<file path="src/rtl/primebank_pkg.sv">
package primebank_pkg;

    typedef enum logic {
        OP_READ  = 1'b0,
        OP_WRITE = 1'b1
    } op_e;

    typedef struct packed {
        logic vld;
        logic err;
        logic rd;
    } rsp_flags_t;

    // one step of a shift-and-subtract remainder: r < p on entry and exit
    function automatic int unsigned mod_step(int unsigned r, logic b, int unsigned p);
        int unsigned t;
        t = 2 * r + (b ? 32'd1 : 32'd0);
        return (t >= p) ? (t - p) : t;
    endfunction

    function automatic int unsigned width_of(int unsigned n);
        return (n > 1) ? $clog2(n) : 1;
    endfunction

endpackage

</file>
<file path="src/rtl/primebank_map.sv">
module primebank_map #(
    parameter int unsigned BANKS      = 3,
    parameter int unsigned DEPTH_LOG2 = 3,
    parameter int unsigned ADDR_W     = 6,
    localparam int unsigned BANK_W    = primebank_pkg::width_of(BANKS),
    localparam int unsigned TOTAL     = BANKS * (1 << DEPTH_LOG2)
) (
    input  logic [ADDR_W-1:0]     addr,
    output logic [BANK_W-1:0]     bank,
    output logic [DEPTH_LOG2-1:0] offset,
    output logic                  out_of_range
);
    int unsigned rem;

    // remainder by the bank count, MSB first, no divider
    always_comb begin
        rem = 0;
        for (int i = ADDR_W - 1; i >= 0; i--) begin
            rem = primebank_pkg::mod_step(rem, addr[i], BANKS);
        end
        bank = BANK_W'(rem);
    end

    // depth is a power of two: the slot is the low address bits
    assign offset       = addr[DEPTH_LOG2-1:0];
    assign out_of_range = (32'(addr) >= TOTAL);

endmodule

</file>
<file path="src/rtl/primebank_bank.sv">
module primebank_bank #(
    parameter int unsigned DATA_W     = 16,
    parameter int unsigned DEPTH_LOG2 = 3,
    parameter int unsigned BUSY_W     = 4,
    localparam int unsigned DEPTH     = 1 << DEPTH_LOG2
) (
    input  logic                  clk,
    input  logic                  rst,
    input  logic                  sel,
    input  logic                  we,
    input  logic [DEPTH_LOG2-1:0] slot,
    input  logic [DATA_W-1:0]     wdata,
    input  logic [BUSY_W-1:0]     hold_len,
    output logic [DATA_W-1:0]     rdata,
    output logic                  busy
);
    logic [DATA_W-1:0] store [DEPTH];
    logic [BUSY_W-1:0] hold_cnt;

    always_ff @(posedge clk) begin
        if (rst) begin
            for (int i = 0; i < DEPTH; i++) store[i] <= '0;
            rdata <= '0;
        end else if (sel) begin
            if (we) store[slot] <= wdata;
            else    rdata       <= store[slot];
        end
    end

    always_ff @(posedge clk) begin
        if (rst)                 hold_cnt <= '0;
        else if (sel)            hold_cnt <= hold_len;
        else if (hold_cnt != '0) hold_cnt <= hold_cnt - 1'b1;
    end

    assign busy = (hold_cnt != '0);

    AST_BUSY_NO_SELECT: assert property (@(posedge clk) disable iff (rst)
        busy |-> !sel);
    AST_HOLD_COUNTS_DOWN: assert property (@(posedge clk) disable iff (rst)
        (busy && !sel) |=> (hold_cnt == $past(hold_cnt) - 1'b1));

endmodule

</file>
<file path="src/rtl/primebank_mem.sv">
module primebank_mem #(
    parameter int unsigned BANKS      = 3,
    parameter int unsigned DEPTH_LOG2 = 3,
    parameter int unsigned ADDR_W     = 6,
    parameter int unsigned DATA_W     = 16,
    parameter int unsigned BUSY_W     = 4,
    localparam int unsigned BANK_W    = primebank_pkg::width_of(BANKS)
) (
    input  logic                  clk,
    input  logic                  rst,
    input  logic                  req_valid,
    input  logic                  req_write,
    input  logic [ADDR_W-1:0]     req_addr,
    input  logic [DATA_W-1:0]     req_wdata,
    input  logic [BUSY_W-1:0]     busy_cycles,
    output logic                  req_ready,
    output logic [BANK_W-1:0]     map_bank,
    output logic [DEPTH_LOG2-1:0] map_offset,
    output logic                  rsp_valid,
    output logic                  rsp_err,
    output logic [DATA_W-1:0]     rsp_rdata
);
    import primebank_pkg::*;

    op_e                op;
    logic               oor;
    logic               accept;
    logic [BANKS-1:0]   bank_busy;
    logic [BANKS-1:0]   bank_sel;
    logic [DATA_W-1:0]  bank_rd [BANKS];
    rsp_flags_t         pend;
    logic [BANK_W-1:0]  pend_bank;

    assign op = op_e'(req_write);

    primebank_map #(
        .BANKS(BANKS), .DEPTH_LOG2(DEPTH_LOG2), .ADDR_W(ADDR_W)
    ) u_map (
        .addr(req_addr), .bank(map_bank), .offset(map_offset), .out_of_range(oor)
    );

    assign req_ready = oor | ~bank_busy[map_bank];
    assign accept    = req_valid & req_ready;

    for (genvar g = 0; g < BANKS; g++) begin : g_bank
        assign bank_sel[g] = accept & ~oor & (map_bank == BANK_W'(g));
        primebank_bank #(
            .DATA_W(DATA_W), .DEPTH_LOG2(DEPTH_LOG2), .BUSY_W(BUSY_W)
        ) u_bank (
            .clk(clk), .rst(rst), .sel(bank_sel[g]), .we(op == OP_WRITE),
            .slot(map_offset), .wdata(req_wdata), .hold_len(busy_cycles),
            .rdata(bank_rd[g]), .busy(bank_busy[g])
        );
    end

    always_ff @(posedge clk) begin
        if (rst) begin
            pend      <= '0;
            pend_bank <= '0;
        end else begin
            pend.vld  <= accept;
            pend.err  <= accept & oor;
            pend.rd   <= accept & ~oor & (op == OP_READ);
            pend_bank <= map_bank;
        end
    end

    assign rsp_valid = pend.vld;
    assign rsp_err   = pend.err;
    assign rsp_rdata = pend.rd ? bank_rd[pend_bank] : '0;

    AST_BANK_BELOW_COUNT: assert property (@(posedge clk) disable iff (rst)
        !oor |-> (32'(map_bank) < BANKS));
    AST_ONE_BANK_SELECTED: assert property (@(posedge clk) disable iff (rst)
        $onehot0(bank_sel));
    AST_RSP_AFTER_ACCEPT: assert property (@(posedge clk) disable iff (rst)
        accept |=> rsp_valid);
    AST_NO_RSP_WITHOUT_ACCEPT: assert property (@(posedge clk) disable iff (rst)
        !accept |=> !rsp_valid);
    AST_OOR_NEVER_STALLS: assert property (@(posedge clk) disable iff (rst)
        (req_valid && oor) |-> req_ready);
    AST_ERR_HAS_NO_DATA: assert property (@(posedge clk) disable iff (rst)
        rsp_err |-> (rsp_valid && rsp_rdata == '0));

endmodule

</file>
<file path="config.mk">
export PLATFORM = sky130hd
export DESIGN_NAME = primebank_mem
export DESIGN_NICKNAME = d
export VERILOG_FILES = /design/src/rtl/primebank_pkg.sv /design/src/rtl/primebank_map.sv /design/src/rtl/primebank_bank.sv /design/src/rtl/primebank_mem.sv
export SDC_FILE = /design/constraint.sdc
export NUM_CORES = 1
export LEC_CHECK = 0
export ABC_AREA = 1
export BUFFER_PORTS_ARGS = -buffer_cell sky130_fd_sc_hd__buf_2
export CORE_MARGIN = 2
export CORE_UTILIZATION = 45
export DETAILED_ROUTE_END_ITERATION = 12
export HOLD_SLACK_MARGIN = 0.12
export PLACE_DENSITY = 0.59
export SYNTH_ARGS = -nofsm -noshare
export SYNTH_HDL_FRONTEND = slang
export SYNTH_SLANG_ARGS = --single-unit
</file>
<file path="constraint.sdc">
create_clock -name clk -period 9.5 [get_ports clk]
set_input_delay 0.95 -clock clk [delete_from_list [all_inputs] [get_ports clk]]
set_output_delay 0.95 -clock clk [all_outputs]
set_load 0.01 [all_outputs]
</file>
# Yosys cells after proc, flatten, opt, wreduce, memory -nomap -nowiden
# Memory sizes are Yosys's and may differ from the RTL's. A register that Yosys moved wholly into a read port is not among the register bits.
# Index checks and enable logic that the tools add are counted.
[word_totals]
reg_bits = 17
inputBits = 30
mem_bits_rw = 384
elab_cells = 105
output_inout_bits = 24
n_memories = 3
[classes]
n_mux = 45
magnitude_cmp = 9
reduce_logical = 13
n_bitwise = 12
n_eq_ne = 2
add_sub_neg = 14
[memory_table]
columns = ["memory", "depth", "width", "read_ports", "rd_ports_with_merged_regs", "wr", "line_no", "text"]
rows = [
  ["g_bank[0].u_bank.store", 8, 16, 1, 1, 8, "primebank_bank.sv:17", "logic [DATA_W-1:0] store [DEPTH];"],
  ["g_bank[1].u_bank.store", 8, 16, 1, 1, 8, "primebank_bank.sv:17", ""],
  ["g_bank[2].u_bank.store", 8, 16, 1, 1, 8, "primebank_bank.sv:17", ""],
]
[op_table]
columns = ["operator", "count"]
rows = [
  ["32-bit by 2-bit >= comparator with 1-bit output (second input constant)", 6],
  ["32-bit by 1-bit adder with 32-bit output", 5],
  ["31-bit two-way mux", 5],
  ["31-bit by 2-bit subtractor with 31-bit output (second input constant)", 5],
  ["16-bit two-way mux", 6],
  ["16-bit OR reduction", 3],
  ["16-bit binary-select mux with 2-bit select", 1],
  ["4-bit two-way mux", 6],
  ["1-bit two-way mux", 22],
  ["4-bit nonzero test", 3],
  ["4-bit by 1-bit subtractor with 4-bit output (second input constant)", 3],
  ["3-bit two-way mux", 3],
  ["1-bit AND", 7],
  ["6-bit by 5-bit >= comparator with 1-bit output (second input constant)", 1],
  ["2-bit AND reduction", 3],
  ["2-bit nonzero test", 3],
  ["3-bit >= comparator (second input constant)", 1],
  ["2-bit by 3-bit < comparator with 1-bit output (second input constant)", 1],
  ["1-bit NOT", 3],
  ["2-bit NOT with 3-bit output", 1],
  ["1-bit binary-select mux with 2-bit select", 1],
  ["2-bit by 1-bit equality test with 1-bit output (second input constant)", 1],
  ["2-bit equality test (second input constant)", 1],
  ["2-bit logical NOT", 1],
  ["3 further kinds", 3],
]

# Depth between registers and ports, before layout
[logic_depth]
depth_word = 30
ltp_mapped = 33

# Hierarchy
# Synthesis repeated with hierarchy kept, for this count alone.
[unflattened]
hier_cells = 2481
hier_area_um2 = 21481.9
[modules_own_cells]
columns = ["module", "n_inst", "seq_area_each_um2", "area_each_um2", "cells_each"]
rows = [
  ["primebank_bank at g_bank[1].u_bank ...", 2, 4244.1, 6746.5, 754],
  ["primebank_bank at g_bank[0].u_bank", 1, 4244.1, 6787.8, 758],
  ["primebank_mem", 1, 100.1, 643.1, 119],
  ["primebank_map", 1, 0.0, 558.0, 96],
]

# Worst setup path after synthesis
# Ideal clock, no wire load.
[synth_timing]
path_type = "input to register"
from = "input port req_addr[5]"
to = "memory g_bank[0].u_bank.store[0][0], enable pin"
t_arrival_ps = 4695
setup_slack_ps = 4433
cell_stages = 30
path_buffers = 3
setup_time_ps = 372
t_required_ps = 9128
cell_sequence = "inv_1 -> nand2_2 -> inv_1 -> ha_1 -> inv_2 -> nand2_2 -> nand2_1 -> nand2_1 -> inv_1 -> ha_1 -> nand2_2 -> nand2_2 -> nand2_1 -> nand2_1 -> inv_1 -> ha_1 -> inv_1 -> nand3_4 -> xor2_1 -> ha_1 -> nor2_2 -> nand2_2 -> o21ai_4 -> o21ai_2 -> a21boi_2 -> buf_6 -> buf_12 -> nand4_4 -> buf_6 -> nand2_1"
[synth_lines]
columns = ["item", "line_no", "text"]
rows = [
  ["start: declaration", "primebank_mem.sv:13", "input logic [ADDR_W-1:0] req_addr,"],
  ["end: declaration", "primebank_bank.sv:17", ""],
]

==> results.md <==
- Simple-Gate Fraction of Synth Area: 0.225
- YS warnings: 0
- Synthesized instance count: 1900
- Worst slew pin tran: 1.07 ns
- Buffers & Inverters on Critical Path: 9
- Critical Path Source Type: primary input
- Gr usage total: 0.263
- Post-CTS Resized: 0
- Gr ovfl total: 0
- Core Region: about 44000 um^2
- Nets: 1925
- Root Buffer: clkbuf_16
- XOR/XNOR Fraction of Synth Area: 0.00567
- Final clock skew: 0.0141 ns
- Port Buffers: 53
- Crit-path slowest cell: buf_4
- Pin count of the biggest net entering global routing: 56
- Slowest Stage Delay on Critical Path: 0.72 ns
- Mux contribution to synthesized area: 0
- Synth Area in Adders: 0.00499
- Peak VDD IR: 0.136 mV
- Count of cell types in the netlist: 35
- Area fraction in compound gates after synthesis: 0.0709
- Setup violators final: 0
- Via Count: 14400
- CP Data Required Time: 9.71 ns
- Post-Synthesis Cell Area: 20100 um^2
- Vias in the first global route: 13500
- Final Cycle Share: 0.623
- Async set-or-reset flop fraction in the synthesized netlist: 0
- Layout area overhead: 10.3%
- Slew Limit Fails: 0
- Die Span Y: 215 um
- Power per standard cell area: 212 nW/um^2
- Syn avg cell area: 10.6 um^2
- Number of inserted diodes: 0
- CP arrival: ~6 ns
- Average wire per standard cell: 24.5 um
- Area of the die: approximately 46000 um^2
- Post-synthesis sequential element count: 449
- First-pass GRT wire length: 89.1 mm
- Post-CTS setup buffer count: 0
- Number of remaining DRC errors: 0
- DP Wirelength: 37.1 mm
- Post-CTS Hold Buffers: 0
- Crit. End Element: flop
- Main combinational cell family by area after synthesis: simple AND/OR/NAND/NOR gates
- Die Wd: ~220 um
- RSZ-0062 raised after global routing: no
- Layout cells sized above 1: 0.152
- Rel. slew slack: 0.285
- Placed Area: between 20000 and 25000 um^2
- Worst-path clk slew: 0.06 ns
- Total Power: ~4700 uW
- Crit path time final: 5.91 ns
- Detailed Routing Iterations Pass 1: 5
- Avg Vias per Cell: 5.70
- I/O pin count: 54
- Initial antenna violation count: 0
- Post-DRT Antenna Nets: 0
- Initial Util: 0.455
- Sequential element share of the synthesized area: 0.639
- Cell area after layout: 22200 um^2
- Synth Flop Type: edfxtp_1
- Hold Violations, Final: 0
- DRT iter0 DRCs: 2117
- Fin util: 0.502
- Critical path fanouts, max: 28
- Number of synthesized flops with an enable pin: 384
- Rows: 77
- CTS sink count: 449
- Worst hold slack: 0.494 ns
- # H-tree levels: 2
- CTS tree: yes
- Clk_lat worst skew: 0.58 ns
- TNS Setup: 0 ns
- Fmax achieved: 0.169 GHz
- Critical path class: in -> reg
- Total wire length: 61.5 mm
- RD Place Congestion: a little under 0.9
- Clock buffer depth: 3
- Max-Cap Viols: 0
- Post-synth net total: 1938
- Status: finished, final reports clean
- LEAKAGE: 0.00896 uW
- Cts bufs inserted: 48
- CP delay by family, top: simple AND/OR/NAND/NOR gates
- Min-delay worst type: reg -> reg
==> placed cells by master, fill, tap and decap left out, types with 46 or more instances in the layout <==
cell,count
nand2_1,345
buf_2,53
nand4_1,53
a22oi_1,58
inv_1,85
edfxtp_1,384
nor2_1,430
dfxtp_1,65
a21oi_1,46
nor2_2,79
clkbuf_16,49
==> report_power, final <==
part | switching (uW) | total (uW) | internal [uW]
combinational | 394 | 533 | 139
sequential | 44.5 | 2260 | 2220
clock | 788 | 1900 | 1110
total | 1230 | 4690 | 3470
==> final timing paths <==
kind / start / slack, ns / cells past startpoint / end
worst max-delay path: req_addr[5] / 3.59 / 31 / g_bank[1].u_bank.store[2][14]$_SDFFCE_PN0P_
worst min-delay path: g_bank[2].u_bank.hold_cnt[1]$_SDFFE_PP0P_ / 0.49 / 2 / g_bank[2].u_bank.hold_cnt[1]$_SDFFE_PP0P_
worst max register to register: g_bank[1].u_bank.hold_cnt[0]$_SDFFE_PP0P_ / 5.76 / 11 / g_bank[1].u_bank.store[2][14]$_SDFFCE_PN0P_
worst min register to register: g_bank[2].u_bank.hold_cnt[1]$_SDFFE_PP0P_ / 0.49 / 2 / g_bank[2].u_bank.hold_cnt[1]$_SDFFE_PP0P_
==> cells in the mapped netlist, types with 2 or more instances <==
library cell    n  area (um^2)
a221oi_1       41          359
nand2_2        12         75.1
buf_6          13          146
or2_2           3         18.8
nand2_1       345         1290
o21ai_0        22          110
nand4_2         7         87.6
xor2_1         13          114
a21oi_1        46          230
ha_1            8          100
nor2_2         78          488
nand4_4        17          362
edfxtp_1      384        11500
a22oi_1        58          435
inv_1         101          379
dfxtp_1        65         1300
nand4_1        53          332
buf_1           8         30.0
inv_2           4         15.0
buf_2          24          120
buf_12          2         40.0
nand3_1        33          165
nor3_1          9         45.0
buf_4           6         45.0
clkbuf_1       82          308
nor2_1        432         1620
a22o_1         26          228
==> metrics by stage <==
step                setup slack, ns  instances
floorplan                      4.43       1900
global placement               3.31       2429
detailed placement             3.08       2429
CTS                            3.68       2517
global route                   3.11       2517
finish                         3.59       2517
==> layout make-up <==
class / count / area, um^2
Sequential cell: 449 / 12800
Timing Repair Buffer: 72 / 408
Clock inverter: 21 / 231
Tap cell: 592 / 741
Clock buffer: 67 / 1320
Fill cell: 3994 / 22000
Inverter: 105 / 394
Multi-Input combinational cell: 1211 / 6220
==> state kept, by name (all words and copies together), names as in the netlist <==
signal	flops
rsp_err	1
rsp_valid	1
g_bank.u_bank.rdata	48
g_bank.u_bank.hold_cnt	12
pend	1
pend_bank	2
g_bank.u_bank.store	384
==> per-layer routing <==
layer  track usage  vias up  part of all wire
met5             0        -                 0
met4        0.0830        0             0.031
met3        0.0476      126              0.10
met2         0.417      787              0.46
met1         0.369     6968              0.41
li1              -     6477                 -
==> cell families (layout without fill, tap and decap cells) <==
kind of cell / Yosys count / count (layout)
AOI/OAI and AO/OA: 198 / 198
and+or+nand+nor: 992 / 992
DFF: 449 / 449
adders and majority gates: 8 / 8
buffers and inverters: 240 / 265
xor gates and xnor gates: 13 / 13
==> tightest hold or removal path: cells and delay by family, from the launching register on <==
family          cells  cell delay, ns
compound gates      1            0.06
flops               1            0.31
simple gates        1            0.07
Power figures use the tool's default switching activity.
